<file path="src/rtl/rs_pkg.sv">
package rs_pkg;
  localparam int ROT_W = 3;

  typedef enum logic [4:0] {
    ST_IDLE, ST_SEED_RD, ST_SEED_WT, ST_SEED_DLY,
    ST_THR_RD, ST_THR_WT, ST_GAP_RD, ST_GAP_WT, ST_GAP_DLY,
    ST_CONV, ST_WAIT, ST_ROT1, ST_ROT2, ST_ROT3, ST_ROT4,
    ST_WR, ST_OUT
  } rs_state_e;
endpackage

</file>
<file path="src/rtl/rs_word_ram.sv">
module rs_word_ram #(
  parameter int ADDR_W = 8,
  parameter int DATA_W = 16
) (
  input  logic              clk,
  input  logic              we,
  input  logic [ADDR_W-1:0] waddr,
  input  logic [DATA_W-1:0] wdata,
  input  logic [ADDR_W-1:0] raddr,
  output logic [DATA_W-1:0] rdata
);
  localparam int DEPTH = 1 << ADDR_W;
  logic [DATA_W-1:0] mem [DEPTH];

  always_ff @(posedge clk) begin
    if (we) mem[waddr] <= wdata;
    rdata <= mem[raddr];
  end
endmodule

</file>
<file path="src/rtl/rs_delay_ctr.sv">
module rs_delay_ctr #(
  parameter int W = 16
) (
  input  logic         clk,
  input  logic         rst_n,
  input  logic         load_i,
  input  logic [W-1:0] val_i,
  input  logic         dec_i,
  output logic         zero_o
);
  logic [W-1:0] cnt_q, cnt_d;

  always_comb begin
    cnt_d = cnt_q;
    if (load_i)     cnt_d = val_i;
    else if (dec_i) cnt_d = cnt_q - 1'b1;
  end

  always_ff @(posedge clk or negedge rst_n) begin
    if (!rst_n)                cnt_q <= '0;
    else if (load_i || dec_i)  cnt_q <= cnt_d;
  end

  assign zero_o = (cnt_q == '0);
endmodule

</file>
<file path="src/rtl/rs_thresh.sv">
module rs_thresh #(
  parameter int SAMPLE_W = 12,
  parameter int WORD_W   = 16
) (
  input  logic [WORD_W-1:0]   rnd_i,
  input  logic [SAMPLE_W-1:0] level_i,
  input  logic                chg_i,
  output logic                chg_o
);
  localparam int FW = SAMPLE_W - 2;
  localparam logic [SAMPLE_W-1:0] MID = 1 << (SAMPLE_W - 1);
  logic [SAMPLE_W-1:0] hi, lo;

  always_comb begin
    hi = MID + {2'b00, rnd_i[WORD_W-1 -: FW]};
    lo = MID - {2'b00, rnd_i[FW-1:0]};
    if (level_i > hi)      chg_o = 1'b0;
    else if (level_i < lo) chg_o = 1'b1;
    else                   chg_o = chg_i;
  end
endmodule

</file>
<file path="src/rtl/rs_rot_extract.sv">
module rs_rot_extract #(
  parameter int SAMPLE_W = 12,
  parameter int ROT_W    = 3,
  parameter int NIB_W    = 4
) (
  input  logic [SAMPLE_W-1:0] sample_i,
  input  logic [ROT_W-1:0]    amt_i,
  output logic [NIB_W-1:0]    nib_o
);
  always_comb begin
    for (int i = 0; i < NIB_W; i++)
      nib_o[i] = sample_i[(i + int'(amt_i)) % SAMPLE_W];
  end
endmodule

</file>
<file path="src/rtl/rand_sample_seq.sv">
module rand_sample_seq
  import rs_pkg::*;
#(
  parameter int SAMPLE_W = 12,
  parameter int WORD_W   = 16,
  parameter int ADDR_W   = 8,
  parameter int NIB_W    = 4,
  parameter int CNT_W    = 16
) (
  input  logic                clk,
  input  logic                rst_n,
  input  logic                start_i,
  input  logic [CNT_W-1:0]    word_count_i,
  input  logic [WORD_W-1:0]   mask_init_i,
  input  logic [WORD_W-1:0]   mask_gap_i,
  output logic                charge_o,
  output logic                busy_o,
  output logic                adc_start_o,
  input  logic                adc_done_i,
  input  logic [SAMPLE_W-1:0] adc_data_i,
  output logic                rnd_valid_o,
  input  logic                rnd_ready_i,
  output logic [WORD_W-1:0]   rnd_word_o,
  input  logic                pre_we_i,
  input  logic [ADDR_W-1:0]   pre_addr_i,
  input  logic [WORD_W-1:0]   pre_data_i
);
  localparam int NIBS  = WORD_W / NIB_W;
  localparam int IDX_W = $clog2(NIBS);
  localparam logic [ADDR_W-1:0] A1 = 1;
  localparam logic [ADDR_W-1:0] A2 = 2;
  localparam logic [ADDR_W-1:0] A3 = 3;
  localparam logic [IDX_W-1:0]  LAST_NIB = IDX_W'(NIBS - 1);

  rs_state_e           st_q, st_d;
  logic                chg_q, chg_d;
  logic [SAMPLE_W-1:0] prev_q, prev_d, samp_q, samp_d;
  logic [1:0]          roth_q, roth_d;
  logic [WORD_W-1:0]   acc_q, acc_d;
  logic [IDX_W-1:0]    nib_q, nib_d;
  logic [ADDR_W-1:0]   wp_q, wp_d;
  logic [CNT_W-1:0]    done_q, done_d;
  logic                vld_q, vld_d;

  logic [ADDR_W-1:0]   raddr, waddr;
  logic [WORD_W-1:0]   rdata, wdata;
  logic                int_we, ram_we;
  logic                dly_load, dly_dec, dly_zero;
  logic [WORD_W-1:0]   dly_val;
  logic                thr_chg;
  logic [NIB_W-1:0]    nib;

  assign ram_we = int_we | pre_we_i;
  assign waddr  = int_we ? wp_q  : pre_addr_i;
  assign wdata  = int_we ? acc_q : pre_data_i;

  rs_word_ram #(.ADDR_W(ADDR_W), .DATA_W(WORD_W)) u_ram (
    .clk(clk), .we(ram_we), .waddr(waddr), .wdata(wdata),
    .raddr(raddr), .rdata(rdata));

  rs_delay_ctr #(.W(WORD_W)) u_dly (
    .clk(clk), .rst_n(rst_n), .load_i(dly_load), .val_i(dly_val),
    .dec_i(dly_dec), .zero_o(dly_zero));

  rs_thresh #(.SAMPLE_W(SAMPLE_W), .WORD_W(WORD_W)) u_thr (
    .rnd_i(rdata), .level_i(prev_q), .chg_i(chg_q), .chg_o(thr_chg));

  rs_rot_extract #(.SAMPLE_W(SAMPLE_W), .ROT_W(ROT_W), .NIB_W(NIB_W)) u_rot (
    .sample_i(samp_q), .amt_i({roth_q, rdata[0]}), .nib_o(nib));

  // read address selection per state
  always_comb begin
    unique case (st_q)
      ST_SEED_RD: raddr = wp_q - A1;
      ST_THR_RD:  raddr = ~prev_q[ADDR_W-1:0];
      ST_GAP_RD:  raddr = prev_q[ADDR_W-1:0];
      ST_ROT1:    raddr = samp_q[ADDR_W-1:0] + A1;
      ST_ROT2:    raddr = samp_q[ADDR_W-1:0] + A2;
      ST_ROT3:    raddr = samp_q[ADDR_W-1:0] + A3;
      default:    raddr = prev_q[ADDR_W-1:0];
    endcase
  end

  // next-state logic
  always_comb begin
    st_d = st_q; chg_d = chg_q; prev_d = prev_q; samp_d = samp_q;
    roth_d = roth_q; acc_d = acc_q; nib_d = nib_q; wp_d = wp_q;
    done_d = done_q; vld_d = vld_q;
    int_we = 1'b0; dly_load = 1'b0; dly_dec = 1'b0; dly_val = '0;
    unique case (st_q)
      ST_IDLE: if (start_i) begin
        chg_d = 1'b1; done_d = '0; st_d = ST_SEED_RD;
      end
      ST_SEED_RD: st_d = ST_SEED_WT;
      ST_SEED_WT: begin
        dly_load = 1'b1; dly_val = rdata & mask_init_i; st_d = ST_SEED_DLY;
      end
      ST_SEED_DLY: if (dly_zero) st_d = ST_THR_RD; else dly_dec = 1'b1;
      ST_THR_RD: begin acc_d = '0; nib_d = '0; st_d = ST_THR_WT; end
      ST_THR_WT: begin chg_d = thr_chg; st_d = ST_GAP_RD; end
      ST_GAP_RD: st_d = ST_GAP_WT;
      ST_GAP_WT: begin
        dly_load = 1'b1; dly_val = rdata & mask_gap_i; st_d = ST_GAP_DLY;
      end
      ST_GAP_DLY: if (dly_zero) st_d = ST_CONV; else dly_dec = 1'b1;
      ST_CONV: st_d = ST_WAIT;
      ST_WAIT: if (adc_done_i) begin samp_d = adc_data_i; st_d = ST_ROT1; end
      ST_ROT1: st_d = ST_ROT2;
      ST_ROT2: begin roth_d[1] = rdata[0]; st_d = ST_ROT3; end
      ST_ROT3: begin roth_d[0] = rdata[0]; st_d = ST_ROT4; end
      ST_ROT4: begin
        acc_d[nib_q*NIB_W +: NIB_W] = nib;
        prev_d = samp_q;
        nib_d  = nib_q + 1'b1;
        st_d   = (nib_q == LAST_NIB) ? ST_WR : ST_GAP_RD;
      end
      ST_WR: begin int_we = 1'b1; wp_d = wp_q + A1; vld_d = 1'b1; st_d = ST_OUT; end
      ST_OUT: if (rnd_ready_i) begin
        vld_d  = 1'b0;
        done_d = done_q + 1'b1;
        st_d   = (done_d >= word_count_i) ? ST_IDLE : ST_THR_RD;
      end
      default: st_d = ST_IDLE;
    endcase
  end

  always_ff @(posedge clk or negedge rst_n) begin
    if (!rst_n) begin
      st_q <= ST_IDLE; chg_q <= 1'b0; prev_q <= '0; samp_q <= '0;
      roth_q <= '0; acc_q <= '0; nib_q <= '0; wp_q <= '0;
      done_q <= '0; vld_q <= 1'b0;
    end else begin
      st_q <= st_d; chg_q <= chg_d; prev_q <= prev_d; samp_q <= samp_d;
      roth_q <= roth_d; acc_q <= acc_d; nib_q <= nib_d; wp_q <= wp_d;
      done_q <= done_d; vld_q <= vld_d;
    end
  end

  assign charge_o    = chg_q;
  assign busy_o      = (st_q != ST_IDLE);
  assign adc_start_o = (st_q == ST_CONV);
  assign rnd_valid_o = vld_q;
  assign rnd_word_o  = acc_q;
endmodule

</file>
<file path="config.mk">
export PLATFORM = sky130hd
export DESIGN_NAME = rand_sample_seq
export DESIGN_NICKNAME = d
export VERILOG_FILES = /design/src/rtl/rs_pkg.sv /design/src/rtl/rs_word_ram.sv /design/src/rtl/rs_delay_ctr.sv /design/src/rtl/rs_thresh.sv /design/src/rtl/rs_rot_extract.sv /design/src/rtl/rand_sample_seq.sv
export SDC_FILE = /design/constraint.sdc
export NUM_CORES = 2
export LEC_CHECK = 0
export BUFFER_PORTS_ARGS = -buffer_cell sky130_fd_sc_hd__buf_2
export CAP_MARGIN = 20
export CELL_PAD_IN_SITES_DETAIL_PLACEMENT = 0
export CELL_PAD_IN_SITES_GLOBAL_PLACEMENT = 1
export CORE_MARGIN = 10
export CORE_UTILIZATION = 48
export DETAILED_ROUTE_END_ITERATION = 10
export PLACE_DENSITY_LB_ADDON = 0.1
export RECOVER_POWER = 100
export SLEW_MARGIN = 0
export SYNTH_ARGS = -nofsm -noshare
export SYNTH_HDL_FRONTEND = slang
export SYNTH_SLANG_ARGS = --single-unit
</file>
<file path="constraint.sdc">
create_clock -name clk -period 5.6 [get_ports clk]
set_input_delay 0.28 -clock clk [delete_from_list [all_inputs] [get_ports clk]]
set_output_delay 0.28 -clock clk [all_outputs]
set_load 0.05 [all_outputs]
</file>
==> impl_metrics.prom <==
# TYPE chip_impl_metric gauge
chip_impl_info{name="critical_path_cell_sequence",value="nand3b_1 > nor2_1 > inv_1 > fa_1 > xor2_1 > nor3_1 > a211oi_2 > nand2_8 > buf_12 > buf_4 > mux2i_1 > o21ai_0 > a221oi_1 > nor3_2 > or3_1 > a222oi_1 > buf_4 > nor4_1"} 1
chip_impl_metric{name="grt_use_total",unit="%"} 30.8
chip_impl_metric{name="clock-sinks",unit=""} 4203
chip_impl_metric{name="grt_first_pass_wirelength",unit="microns"} 844000
chip_impl_info{name="crit_top_cell",value="sky130_fd_sc_hd__buf_4"} 1
chip_impl_metric{name="dieArea",unit="sq um"} 378000
chip_impl_metric{name="ios",unit=""} 110
chip_impl_metric{name="stdcell_count",unit=""} 18500
chip_impl_metric{name="drt_iter0_drc",unit=""} 18500
chip_impl_metric{name="clock_latency",unit="ns"} 1.03
chip_impl_metric{name="cells_on_worst_hold_path",unit=""} 3
chip_impl_metric{name="timing.critical_path.fanout_max",unit=""} 25
chip_impl_metric{name="postSynthAreaPerCell",unit="sq um"} 13.4
chip_impl_info{name="failed_checks",value="capacitance limit, slew limit, setup timing"} 1
chip_impl_metric{name="synth_area",unit="sq um"} 170000
chip_impl_metric{name="grt_pass1_vias",unit=""} 108000
chip_impl_info{name="yosys.area.top_type",value="sky130_fd_sc_hd__edfxtp_1"} 1
chip_impl_metric{name="max_freq",unit="GHz"} 0.174
chip_impl_metric{name="cts.htree.levels",unit=""} 5
chip_impl_metric{name="initial_core_util",unit="%"} 48.2
chip_impl_metric{name="cp.buffers_inverters",unit=""} 4
chip_impl_metric{name="largest_net_degree_at_the_start_of_global_routing",unit=""} 126
chip_impl_metric{name="vias_per_cell",unit=""} 6.27
chip_impl_metric{name="final-hold-violation-count",unit=""} 0
chip_impl_metric{name="post-place-ws",unit="ns"} -0.644
chip_impl_info{name="final_cell_mix",value="sky130_fd_sc_hd__edfxtp_1 (4096), sky130_fd_sc_hd__nand2_1 (3407), sky130_fd_sc_hd__nand3_1 (958)"} 1
chip_impl_metric{name="max-slew-margin-rel",unit="%"} -111
chip_impl_metric{name="portion_of_the_clock_cycle_consumed_by_the_worst_path_in_the_final_layout",unit="%"} 103
chip_impl_metric{name="synth.yosys.seq_area_share",unit="%"} 73.9
chip_impl_metric{name="num_rows",unit=""} 218
chip_impl_metric{name="num-fill-cells",unit=""} 28400
chip_impl_info{name="cts.root.buffer_cell",value="sky130_fd_sc_hd__clkbuf_16"} 1
chip_impl_metric{name="clkTransAtPathRegs",unit="ns"} 0.06
chip_impl_metric{name="power_density",unit="nW/um^2"} 676
chip_impl_metric{name="cts_inserted_buffers",unit=""} 438
chip_impl_info{name="setup_repair_after_global_routing_missed_its_margin",value="yes"} 1
chip_impl_metric{name="timing.critical_path.required",unit="ns"} 6.48
chip_impl_info{name="final_common_cell",value="sky130_fd_sc_hd__edfxtp_1"} 1
chip_impl_metric{name="die_wd",unit="microns"} 615
chip_impl_info{name="cpMaxStageDelayCell",value="sky130_fd_sc_hd__a222oi_1"} 1
chip_impl_metric{name="post-route-cell-area",unit="sq um"} 197000
chip_impl_info{name="tritoncts",value="yes"} 1
chip_impl_metric{name="worst_pin_slew",unit="ns"} 3.17
chip_impl_info{name="worst_path_dominant_cell_family",value="compound AO/OA/AOI/OAI gates"} 1
chip_impl_metric{name="fin_worst_skew",unit="ns"} 0.0561
chip_impl_metric{name="yosys_warnings",unit=""} 0
chip_impl_metric{name="drive_gt1_share",unit="%"} 14.6
chip_impl_metric{name="period_minus_slack",unit="ns"} 5.76
chip_impl_metric{name="coreArea",unit="sq um"} 353000
chip_impl_metric{name="placed_instances",unit=""} 17600
chip_impl_metric{name="setup_viol",unit=""} 2
chip_impl_metric{name="area_growth_syn_to_layout",unit="%"} 15.9
chip_impl_info{name="synth.area.top_cells",value="sky130_fd_sc_hd__edfxtp_1 (72%), sky130_fd_sc_hd__nand2_1 (7.6%), sky130_fd_sc_hd__nand3_1 (2.8%)"} 1
chip_impl_metric{name="fin_util",unit="%"} 55.8
chip_impl_metric{name="yosys_register_bits",unit=""} 4203
chip_impl_metric{name="post-route-drc-count",unit=""} 0
chip_impl_metric{name="ir_drop",unit="uV"} 664
chip_impl_metric{name="final_antenna_net_count",unit=""} 0
chip_impl_metric{name="worst_r2r_path_depth",unit=""} 18
chip_impl_metric{name="synth_enable_flop_cells",unit=""} 4096
chip_impl_metric{name="critical_path_cell_count",unit=""} 18
chip_impl_info{name="outcome",value="complete, but fails checks"} 1
chip_impl_metric{name="worst_ep_arrival_time",unit="ns"} 6.64
chip_impl_metric{name="layout_setup_ws",unit="ns"} -0.162
chip_impl_metric{name="drv.max_cap_violation_count",unit=""} 2
chip_impl_info{name="synth_ff_type",value="sky130_fd_sc_hd__edfxtp_1"} 1
chip_impl_info{name="critical_path.startpoint_type",value="flop"} 1
chip_impl_metric{name="routed_wl",unit="microns"} 607000
chip_impl_metric{name="layout.nets",unit=""} 13600
chip_impl_metric{name="antenna_violations_before_repair",unit=""} 45
chip_impl_info{name="crit_type",value="flop to flop"} 1
chip_impl_metric{name="globalplace.congestion",unit=""} 0.930
chip_impl_info{name="worst_hold_path_type",value="primary input to flop"} 1
chip_impl_metric{name="post_drt_wl_per_cell",unit="microns"} 32.8
chip_impl_metric{name="leakage",unit="uW"} 0.0692
chip_impl_metric{name="slowest_delay",unit="ns"} 1.10
chip_impl_metric{name="post_synth_inst_count",unit=""} 12600
chip_impl_metric{name="finalPower",unit="uW"} 133000
chip_impl_metric{name="port_buffers",unit=""} 109
chip_impl_metric{name="detail_route.first_pass.iterations",unit=""} 7
chip_impl_metric{name="synth_top_area_share",unit="%"} 72.4
chip_impl_metric{name="grt-ovfl-total",unit=""} 0
chip_impl_metric{name="vias",unit=""} 116000
chip_impl_metric{name="post_synth_num_cell_types",unit=""} 92
chip_impl_metric{name="dpl.hpwl",unit="microns"} 378000
chip_impl_metric{name="number_of_pins_exceeding_their_max_slew_limit_in_the_final_report",unit=""} 93
chip_impl_info{name="timing.critical_path.to_type",value="flop"} 1
chip_impl_metric{name="asyncSetResetFlopFracSynth",unit="%"} 2.17
chip_impl_metric{name="postSynthNetCount",unit=""} 12800
chip_impl_metric{name="cts_max_path_buffers",unit=""} 4
chip_impl_metric{name="placement.cell_area",unit="sq um"} 182000
chip_impl_metric{name="die_y",unit="microns"} 615
[cell families after synthesis]
family                     Yosys count  synth area share [%]
adders and majority gates           54                 0.402
xor gates and xnor gates            48                 0.247
AOI/OAI and AO/OA                 1662                  6.86
DFF                               4203                  73.9
and+or+nand+nor                   5408                  13.6
buffers and inverters              900                  2.70
muxes                              362                  2.22
[Yosys cell counts, types with 13 or more instances]
library cell	instances
sky130_fd_sc_hd__o31ai_1	26
sky130_fd_sc_hd__a2111oi_0	21
sky130_fd_sc_hd__o21ai_0	132
sky130_fd_sc_hd__o211ai_1	26
sky130_fd_sc_hd__buf_1	47
sky130_fd_sc_hd__mux2i_1	328
sky130_fd_sc_hd__and3_1	333
sky130_fd_sc_hd__o22ai_1	129
sky130_fd_sc_hd__edfxtp_1	4096
sky130_fd_sc_hd__or3_1	14
sky130_fd_sc_hd__a21oi_1	348
sky130_fd_sc_hd__nor3_1	86
sky130_fd_sc_hd__clkbuf_1	204
sky130_fd_sc_hd__nand3_1	961
sky130_fd_sc_hd__o221ai_1	34
sky130_fd_sc_hd__a221oi_1	21
sky130_fd_sc_hd__dfxtp_1	16
sky130_fd_sc_hd__dfrtp_1	91
sky130_fd_sc_hd__a22o_1	17
sky130_fd_sc_hd__a311oi_1	344
sky130_fd_sc_hd__buf_6	19
sky130_fd_sc_hd__nand2_1	3446
sky130_fd_sc_hd__xor2_1	17
sky130_fd_sc_hd__a211oi_1	137
sky130_fd_sc_hd__ha_1	53
sky130_fd_sc_hd__a22oi_1	22
sky130_fd_sc_hd__mux2_2	25
sky130_fd_sc_hd__xnor2_1	31
sky130_fd_sc_hd__nor4_1	83
sky130_fd_sc_hd__a32oi_1	49
sky130_fd_sc_hd__buf_2	457
sky130_fd_sc_hd__inv_1	44
sky130_fd_sc_hd__nand3b_1	14
sky130_fd_sc_hd__nor2_1	338
sky130_fd_sc_hd__buf_4	125
sky130_fd_sc_hd__a31oi_1	219
sky130_fd_sc_hd__a21o_1	13
sky130_fd_sc_hd__nand4_1	49
[tightest hold or removal path, stage by stage]
cell and delay, ns:
sky130_fd_sc_hd__dlygate4sd3_1 0.52, sky130_fd_sc_hd__buf_2 0.09, sky130_fd_sc_hd__mux2_2 0.13
[stage by stage]
| stage | hold slack, ns | setup TNS (ns) |
|---|---|---|
| floorplan | -0.0156 | -368.97 |
| global placement | 0.265 | -4.87 |
| detailed placement | 0.267 | -2.46 |
| CTS | 0.0132 | -0.0626 |
| global route | 0.0754 | -0.0539 |
| finish | 0.0725 | -0.165 |
[flip-flops by register name, summed over array words and instances, names as in the netlist]
name         flops
rnd_valid_o      1
samp_q          12
u_ram.mem     4096
st_q             5
u_dly.cnt_q     16
prev_q          12
charge_o         1
wp_q             8
rnd_word_o      16
roth_q           2
nib_q            2
done_q          16
u_ram.rdata     16
[where the power goes]
| part | leakage, uW | switching (uW) | internal [uW] | total (uW) |
|---|---|---|---|---|
| logic | 0.0242 | 48600 | 20400 | 69000 |
| registers | 0.0382 | 554 | 35100 | 35700 |
| clock network | 0.00682 | 12400 | 16100 | 28500 |
| total | 0.0692 | 61500 | 71700 | 133000 |
[what timing repair did]
action	4_1_cts	5_1_grt
setup endpoints to repair	10	9
setup buffers	5	10
hold endpoints to repair	168	0
gates resized for setup	18	19
pin swaps	4	5
cloned	1	1
hold buffers	52	0
[metal layers]
| metal | vias up | part of all wire [%] | GRT usage, % |
|---|---|---|---|
| met5 | - | 0.014 | 0 |
| met4 | 14 | 4.1 | 11.3 |
| met3 | 1097 | 12 | 7.58 |
| met2 | 7099 | 43 | 44.6 |
| met1 | 59100 | 41 | 45.3 |
| li1 | 48900 | - | - |
[final cells by class]
| class | count | area, sq um | share of cell area [%] |
|---|---|---|---|
| well taps | 4730 | 5920 | 3.01 |
| diodes | 25 | 62.6 | 0.0318 |
| repair buffers | 1189 | 10700 | 5.42 |
| flip-flops and latches | 4203 | 126000 | 63.8 |
| inverters | 44 | 165 | 0.0839 |
| clock buffers | 549 | 11600 | 5.89 |
| multi-input cells | 7535 | 40600 | 20.6 |
| clock inverters | 259 | 2290 | 1.16 |
[path summary, 6_finish.rpt]
kind	start	endpoint	slack [ns]
setup / recovery	st_q[4]$_DFFE_PN0P_	u_ram.rdata[2]$_DFF_P_	-0.16
hold / removal	adc_data_i[11]	samp_q[11]$_DFFE_PN0P_	0.07
setup reg to reg	st_q[4]$_DFFE_PN0P_	u_ram.rdata[2]$_DFF_P_	-0.16
hold reg to reg	rnd_valid_o$_DFFE_PN0P_	rnd_valid_o$_DFFE_PN0P_	0.48
max in group asynchronous	rst_n	rnd_word_o[1]$_DFFE_PN0P_	2.06
min in group asynchronous	rst_n	done_q[9]$_DFFE_PN0P_	1.23
Power figures use the tool's default switching activity.
